<file path="config.mk">
export PLATFORM = sky130hd
export DESIGN_NAME = bf16_trunc_adder
export DESIGN_NICKNAME = d
export VERILOG_FILES = /design/src/rtl/bf16_add_pkg.sv /design/src/rtl/bf16_operand_order.sv /design/src/rtl/bf16_far_path.sv /design/src/rtl/bf16_close_path.sv /design/src/rtl/bf16_trunc_adder.sv
export SDC_FILE = /design/constraint.sdc
export NUM_CORES = 1
export LEC_CHECK = 0
export ABC_AREA = 1
export BUFFER_PORTS_ARGS = -buffer_cell sky130_fd_sc_hd__buf_2
export CORE_MARGIN = 4
export CORE_UTILIZATION = 25
export DETAILED_ROUTE_END_ITERATION = 8
export PLACE_DENSITY_LB_ADDON = 0.25
export SYNTH_ARGS = -nofsm -noshare
export SYNTH_HDL_FRONTEND = slang
export SYNTH_SLANG_ARGS = --single-unit
</file>
<file path="constraint.sdc">
create_clock -name clk -period 9.3 [get_ports clk]
set_input_delay 0.465 -clock clk [delete_from_list [all_inputs] [get_ports clk]]
set_output_delay 0.465 -clock clk [all_outputs]
set_load 0.01 [all_outputs]
</file>
<file path="src/rtl/bf16_add_pkg.sv">
// Package: shared format constants and the operand word layout for the
// truncating bfloat16 adder. Assumes a normal-only format (no specials).
package bf16_add_pkg;

    parameter int unsigned EXP_W   = 8;
    parameter int unsigned FRAC_W  = 7;
    parameter int unsigned GUARD_W = 3;

    localparam int unsigned WORD_W  = 1 + EXP_W + FRAC_W;
    localparam int unsigned SIG_W   = FRAC_W + 1;
    localparam int unsigned ES_W    = EXP_W + 2;
    localparam int unsigned EXP_MAX = (1 << EXP_W) - 1;

    typedef struct packed {
        logic              sign;
        logic [EXP_W-1:0]  exp;
        logic [FRAC_W-1:0] frac;
    } bf16_t;

endpackage

</file>
<file path="src/rtl/bf16_operand_order.sv">
// Module: orders the two operands by magnitude, applies the subtract
// select to the second operand's sign, and picks close or far path.
// Assumes neither operand is zero when its outputs are used.
module bf16_operand_order
    import bf16_add_pkg::*;
(
    input  bf16_t                op_a,
    input  bf16_t                op_b,
    input  logic                 sub_sel,
    output logic                 big_sign,
    output logic [EXP_W-1:0]     big_exp,
    output logic [SIG_W-1:0]     big_sig,
    output logic [SIG_W-1:0]     small_sig,
    output logic [EXP_W-1:0]     exp_diff,
    output logic                 eff_sub,
    output logic                 b_eff_sign,
    output logic                 use_close
);

    logic             swap;
    logic [EXP_W-1:0] small_exp;

    // Effective signs, magnitude compare and swap.
    always_comb begin
        b_eff_sign = op_b.sign ^ sub_sel;
        swap       = {op_b.exp, op_b.frac} > {op_a.exp, op_a.frac};
        if (swap) begin
            big_sign  = b_eff_sign;
            big_exp   = op_b.exp;
            big_sig   = {1'b1, op_b.frac};
            small_exp = op_a.exp;
            small_sig = {1'b1, op_a.frac};
        end else begin
            big_sign  = op_a.sign;
            big_exp   = op_a.exp;
            big_sig   = {1'b1, op_a.frac};
            small_exp = op_b.exp;
            small_sig = {1'b1, op_b.frac};
        end
    end

    // Exponent gap and path choice.
    always_comb begin
        exp_diff  = big_exp - small_exp;
        eff_sub   = op_a.sign ^ b_eff_sign;
        use_close = eff_sub && (exp_diff < EXP_W'(2));
    end

endmodule

</file>
<file path="src/rtl/bf16_far_path.sv">
// Module: far path. Aligns the smaller significand with guard and sticky
// bits, adds or subtracts, and renormalizes by at most one position.
// Assumes the larger magnitude is on big_* and, for subtraction, that
// the exponent gap is at least 2 (otherwise the output is not used).
module bf16_far_path
    import bf16_add_pkg::*;
(
    input  logic [EXP_W-1:0]        big_exp,
    input  logic [SIG_W-1:0]        big_sig,
    input  logic [SIG_W-1:0]        small_sig,
    input  logic [EXP_W-1:0]        exp_diff,
    input  logic                    eff_sub,
    output logic [SIG_W-1:0]        res_sig,
    output logic signed [ES_W-1:0]  res_exp
);

    localparam int unsigned EXT_W  = SIG_W + GUARD_W;
    localparam int unsigned WIDE_W = 2 * EXT_W;
    localparam int unsigned SH_CAP = EXT_W + 1;
    localparam int unsigned SH_W   = $clog2(SH_CAP + 1);

    logic [SH_W-1:0]             sh;
    logic [WIDE_W-1:0]           wide;
    logic [EXT_W-1:0]            aligned;
    logic                        sticky;
    logic [EXT_W-1:0]            big_ext;
    logic [EXT_W:0]              sum;
    logic [EXT_W-1:0]            dif;
    logic signed [ES_W-1:0]      base_exp;

    // Alignment shift, capped so that a huge gap leaves only the sticky bit.
    always_comb begin
        sh      = (exp_diff > EXP_W'(EXT_W)) ? SH_W'(SH_CAP) : exp_diff[SH_W-1:0];
        wide    = {small_sig, {GUARD_W{1'b0}}, {EXT_W{1'b0}}} >> sh;
        aligned = wide[WIDE_W-1:EXT_W];
        sticky  = |wide[EXT_W-1:0];
    end

    // Magnitude add and sticky-aware subtract.
    always_comb begin
        big_ext  = {big_sig, {GUARD_W{1'b0}}};
        sum      = {1'b0, big_ext} + {1'b0, aligned};
        dif      = big_ext - aligned - EXT_W'(sticky);
        base_exp = $signed({2'b00, big_exp});
    end

    // One-position renormalization, low bits dropped (truncation).
    always_comb begin
        if (!eff_sub) begin
            if (sum[EXT_W]) begin
                res_sig = SIG_W'(sum >> (GUARD_W + 1));
                res_exp = base_exp + ES_W'(1);
            end else begin
                res_sig = SIG_W'(sum >> GUARD_W);
                res_exp = base_exp;
            end
        end else begin
            if (dif[EXT_W-1]) begin
                res_sig = SIG_W'(dif >> GUARD_W);
                res_exp = base_exp;
            end else begin
                res_sig = SIG_W'(dif >> (GUARD_W - 1));
                res_exp = base_exp - ES_W'(1);
            end
        end
    end

endmodule

</file>
<file path="src/rtl/bf16_close_path.sv">
// Module: close path. Exact subtraction for exponent gaps of 0 or 1,
// leading-zero count, left normalization and exponent decrement.
// Assumes an effective subtraction with the larger magnitude on big_*.
module bf16_close_path
    import bf16_add_pkg::*;
(
    input  logic [EXP_W-1:0]        big_exp,
    input  logic [SIG_W-1:0]        big_sig,
    input  logic [SIG_W-1:0]        small_sig,
    input  logic                    gap_one,
    output logic [SIG_W-1:0]        res_sig,
    output logic signed [ES_W-1:0]  res_exp,
    output logic                    res_zero
);

    localparam int unsigned DW   = SIG_W + 1;
    localparam int unsigned LZ_W = $clog2(DW + 1);

    logic [DW-1:0]   lhs;
    logic [DW-1:0]   rhs;
    logic [DW-1:0]   d;
    logic [LZ_W-1:0] lz;
    logic [DW-1:0]   norm;

    // Exact difference with one extra low bit for the one-position gap.
    always_comb begin
        lhs      = {big_sig, 1'b0};
        rhs      = gap_one ? {1'b0, small_sig} : {small_sig, 1'b0};
        d        = lhs - rhs;
        res_zero = (d == '0);
    end

    // Leading-zero count as a priority scan; highest set bit wins.
    always_comb begin
        lz = LZ_W'(DW);
        for (int i = 0; i < DW; i++) begin
            if (d[i]) lz = LZ_W'(DW - 1 - i);
        end
    end

    // Left normalization and exponent adjustment.
    always_comb begin
        norm    = d << lz;
        res_sig = SIG_W'(norm >> 1);
        res_exp = $signed({2'b00, big_exp}) - $signed({{(ES_W - LZ_W){1'b0}}, lz});
    end

endmodule

</file>
<file path="src/rtl/bf16_trunc_adder.sv">
// Module: top of the truncating bfloat16 adder/subtractor. Handles zero
// bypass, path select, saturation and flush, and registers the result.
// Assumes no operand carries the all-ones exponent (infinity/NaN).
module bf16_trunc_adder
    import bf16_add_pkg::*;
(
    input  logic              clk,
    input  logic              rst_n,
    input  logic              in_valid,
    input  logic [WORD_W-1:0] op_a,
    input  logic [WORD_W-1:0] op_b,
    input  logic              sub_sel,
    output logic              out_valid,
    output logic [WORD_W-1:0] result
);

    localparam logic signed [ES_W-1:0] EXP_TOP  = ES_W'(EXP_MAX);
    localparam logic signed [ES_W-1:0] EXP_ZERO = '0;

    bf16_t                   a_w;
    bf16_t                   b_w;
    logic                    a_zero;
    logic                    b_zero;
    logic                    big_sign;
    logic [EXP_W-1:0]        big_exp;
    logic [SIG_W-1:0]        big_sig;
    logic [SIG_W-1:0]        small_sig;
    logic [EXP_W-1:0]        exp_diff;
    logic                    eff_sub;
    logic                    b_eff_sign;
    logic                    use_close;
    logic [SIG_W-1:0]        far_sig;
    logic signed [ES_W-1:0]  far_exp;
    logic [SIG_W-1:0]        close_sig;
    logic signed [ES_W-1:0]  close_exp;
    logic                    close_zero;
    logic [SIG_W-1:0]        sel_sig;
    logic signed [ES_W-1:0]  sel_exp;
    logic [WORD_W-1:0]       next_word;

    // Operand view and zero detection.
    always_comb begin
        a_w    = op_a;
        b_w    = op_b;
        a_zero = (a_w.exp == '0);
        b_zero = (b_w.exp == '0);
    end

    bf16_operand_order order_i (
        .op_a       (a_w),
        .op_b       (b_w),
        .sub_sel    (sub_sel),
        .big_sign   (big_sign),
        .big_exp    (big_exp),
        .big_sig    (big_sig),
        .small_sig  (small_sig),
        .exp_diff   (exp_diff),
        .eff_sub    (eff_sub),
        .b_eff_sign (b_eff_sign),
        .use_close  (use_close)
    );

    bf16_far_path far_i (
        .big_exp   (big_exp),
        .big_sig   (big_sig),
        .small_sig (small_sig),
        .exp_diff  (exp_diff),
        .eff_sub   (eff_sub),
        .res_sig   (far_sig),
        .res_exp   (far_exp)
    );

    bf16_close_path close_i (
        .big_exp   (big_exp),
        .big_sig   (big_sig),
        .small_sig (small_sig),
        .gap_one   (exp_diff[0]),
        .res_sig   (close_sig),
        .res_exp   (close_exp),
        .res_zero  (close_zero)
    );

    // Path merge, zero rules, saturation and flush.
    always_comb begin
        sel_sig = use_close ? close_sig : far_sig;
        sel_exp = use_close ? close_exp : far_exp;
        if (a_zero && b_zero) begin
            next_word = {a_w.sign & b_eff_sign, {(WORD_W-1){1'b0}}};
        end else if (a_zero) begin
            next_word = {b_eff_sign, op_b[WORD_W-2:0]};
        end else if (b_zero) begin
            next_word = op_a;
        end else if (use_close && close_zero) begin
            next_word = '0;
        end else if (sel_exp >= EXP_TOP) begin
            next_word = {big_sign, EXP_W'(EXP_MAX - 1), {FRAC_W{1'b1}}};
        end else if (sel_exp <= EXP_ZERO) begin
            next_word = {big_sign, {(WORD_W-1){1'b0}}};
        end else begin
            next_word = {big_sign, sel_exp[EXP_W-1:0], sel_sig[FRAC_W-1:0]};
        end
    end

    // Output register and valid flag.
    always_ff @(posedge clk) begin
        if (!rst_n) begin
            out_valid <= 1'b0;
            result    <= '0;
        end else begin
            out_valid <= in_valid;
            if (in_valid) result <= next_word;
        end
    end

    AST_VALID_LAG:  assert property (@(posedge clk) disable iff (!rst_n) in_valid |=> out_valid);
    AST_VALID_DROP: assert property (@(posedge clk) disable iff (!rst_n) !in_valid |=> !out_valid);
    AST_HOLD_IDLE:  assert property (@(posedge clk) disable iff (!rst_n) !in_valid |=> $stable(result));
    AST_NO_INF:     assert property (@(posedge clk) disable iff (!rst_n) out_valid |-> (result[WORD_W-2:FRAC_W] != {EXP_W{1'b1}}));
    AST_CANCEL_POS: assert property (@(posedge clk) disable iff (!rst_n)
                        (in_valid && !a_zero && !b_zero && use_close && close_zero) |=> (result == '0));
    AST_NORM_LEAD:  assert property (@(posedge clk) disable iff (!rst_n)
                        (in_valid && !a_zero && !b_zero && !(use_close && close_zero)) |-> sel_sig[SIG_W-1]);

endmodule

</file>
==> metrics.yaml <==
cts_tree: "built"
p_int_uw: 372
crit_top_cell: "nand2_1"
die_w_um: 156
floorplan.rows: 53
syn_inst: 947
critical_path_required_ps: 9470
area_growth_pct: 10.5
synth_edf_count: 0
ys_async_sr_fraction_pct: 0
grt_pass1_wl_mm: 29.9
postCtsSetupBuffers: 0
synth.avg_cell_area_um2: 5.78
cts_buffers: 3
seqCellArea_um2: 340
io_buffers: 52
cts_root_buffer: "clkbuf_16"
critPathLaunchType: "primary input"
grt-ovfl-total: 0
holdBufCountCts: 0
seq_area_frac_synth_pct: 6.22
end_kind: "flop"
coreArea_um2: 21300
maxSlewHeadroom_pct: 31.2
antenna_found_initial: 0
r2r-end: "result[2]$_SDFFE_PN0P_"
synth_largest_type_area_fraction_pct: 17.7
switching_power_uw: 506
max_stage_delay_ps: 660
post_cts_resized: 0
crit_slowest_cell: "ha_1"
viasPerCell: 4.85
insertion_delay_ps: 250
grt_setup_unrepaired: "false"
first_global_vias: 5599
die_y_um: 156
irDropWorstVdd_mv: 0.0635
clock_path_buffers: 2
worstPathArrival_ps: 8140
wire_per_inst_um: 14.8
hold_class: "in2reg"
multiInputGateArea_um2: 4480
clk_transition_reported_paths_ps: 50
swShare_pct: 57.6
hold_depth: 3
status: "completed"
rrSetupSlack_ps: 8600
pre_cts_slack_ps: 1050
clock_skew_ps: 0
syn_nets: 1039
vias: 6093
dieArea_um2: 24300
initial_utilization_pct: 25.7
reg2reg_depth: 2
timing.fmax_mhz: 125
dpl.hpwl_mm: 15.8
placed_area_um2: 5970
synthTopCellsByArea: "nand2_1, ha_1, inv_1, a21oi_1, nand3_1"
final_area_um2: 6050
synth_warnings: 0
drc: 0
layout-drive-gt1-share_pct: 14.5
htreeDepth: 1
path_max_fanout: 42
drt_wl_total_mm: 18.6
crit_path_end: "result[7]$_SDFFE_PN0P_"
drtPass1Iterations: 5
grt_usage_pct: 14.9
fin_ws_ps: 1330
seqPwrFrac_pct: 10.2
setup_viol: 0
timing_hold_violations_final: 0
cts.sinks: 17
tightest_slew_ps: 1020
path_class: "in2reg"
drtAntennaViolNets: 0
worstSetupStartpoint: "op_a[7]"
syn_area_um2: 5470
finalCritPeriodShare_pct: 85.7
drtIter0Drc: 582
finalMaxSlewViolations: 0
synth_cell_types: 52
gp_congestion: 0.858
power_leakage_uw: 0.00314
period_minus_slack_ps: 7970
synth_ff_type: "dfxtp_1"
maxCapViolations: 0
pwr-share-comb_pct: 79.8
r2r-start: "result[2]$_SDFFE_PN0P_"
synth_area_leader_cell: "nand2_1"
finalNetCount: 1073
clkPwrFrac_pct: 10.0
fillCellCount: 2402
ys_ff_latch: 17
grt_max_degree: 43
powerDensity_nw_per_um2: 145
ioPinCount: 53
finalSetupTns_ps: 0
num_antenna_cells: 0
[stage by stage]
step | hold WS [ps] | total power (µW) | util, % | cells
global route | 458 | 978 | 28.4 | 1255
detailed placement | 457 | 783 | 28.0 | 1251
floorplan | 488 | 616 | - | 947
global placement | 458 | 790 | 28.0 | 1251
finish | 427 | 878 | 28.4 | 1255
CTS | 427 | 874 | 28.4 | 1255
[final cells by class]
type | count | area share (%)
timing repair buffer | 54 | 4.55
tap | 275 | 5.69
clock inverter | 1 | 0.0828
clock buffer | 3 | 1.24
inverter | 140 | 8.73
multi-input combinational | 765 | 74.1
sequential | 17 | 5.63
[routing by layer]
layer	track usage (%)	wire [µm]	vias to the layer above
li1	-	-	3177
met1	23.2	9330	2727
met2	23.7	8260	179
met3	0.527	872	10
met4	1.46	137	0
met5	0	0	-
[power groups by stage]
stage,Combinational [µW],Sequential [µW],Clock [µW]
2_1_floorplan,523,93.7,0
3_3_place_gp,698,91.5,0
3_5_place_dp,692,91.0,0
4_1_cts,696,89.5,88.4
5_1_grt,797,89.9,91.5
6_report,700,89.3,88.0
[critical path, delay by kind of cell]
family,cells,cell delay [ps]
buffers and inverters,6,710
AOI/OAI and AO/OA,4,990
and+or+nand+nor,29,4470
adders and majority gates,4,1490
[cells by family after synthesis]
logic type | synth area share [%]
simple gates | 43.1
flops | 6.22
fa+ha+maj | 13.2
compound gates | 19.6
xor+xnor | 5.90
buf+inv | 12.0
[cell usage after synthesis (4+ instances only)]
master      n
o211ai_1    7
a21oi_2    14
nand3_1    82
ha_1       53
nor2_1     56
nand2_1   258
o22ai_1     5
inv_1     131
a21oi_1    82
nand3_4     4
xor2_1     26
nand2_2    19
nand2_4     4
dfxtp_1    17
nor2_4      5
nand3_2    17
o31ai_1     6
nand4_1    17
clkbuf_1    9
o21ai_0    53
xnor2_1     9
buf_2      12
o21bai_1    5
o21ai_1     7
inv_2       5
[placed cells by master (no fill, tap or decap), drive strengths merged]
master,synthesis,layout
and2,3,3
a221oi,2,2
o21bai,5,5
nand2,282,282
nor4,2,2
nor2,65,65
dfxtp,17,17
a21oi,96,96
nor3,5,5
o211ai,7,7
nor4b,1,1
a211oi,1,1
o31ai,6,6
a31oi,1,1
clkinv,3,4
o21ai,61,61
nand3,103,103
nand4,19,19
a22oi,1,1
or2,3,3
ha,53,53
xnor2,10,10
o21a,1,1
a32o,1,1
inv,137,137
clkbuf,9,3
fa,3,3
buf,16,54
o22ai,5,5
a21o,1,1
xor2,26,26
nand3b,2,2
[worst min path at each step]
| stage | from | endpoint | slack, ps |
|---|---|---|---|
| floorplan | result[0]$_SDFFE_PN0P_ | result[0]$_SDFFE_PN0P_ | 490 |
| global placement | result[14]$_SDFFE_PN0P_ | result[14]$_SDFFE_PN0P_ | 460 |
| detailed placement | result[14]$_SDFFE_PN0P_ | result[14]$_SDFFE_PN0P_ | 460 |
| CTS | rst_n | out_valid$_SDFF_PN0_ | 430 |
| global route | rst_n | out_valid$_SDFF_PN0_ | 460 |
| finish | rst_n | out_valid$_SDFF_PN0_ | 430 |
[registers in the layout, summed over array words and instances, names as in the netlist]
name / cells
result: 16
out_valid: 1
Power figures use the tool's default switching activity.
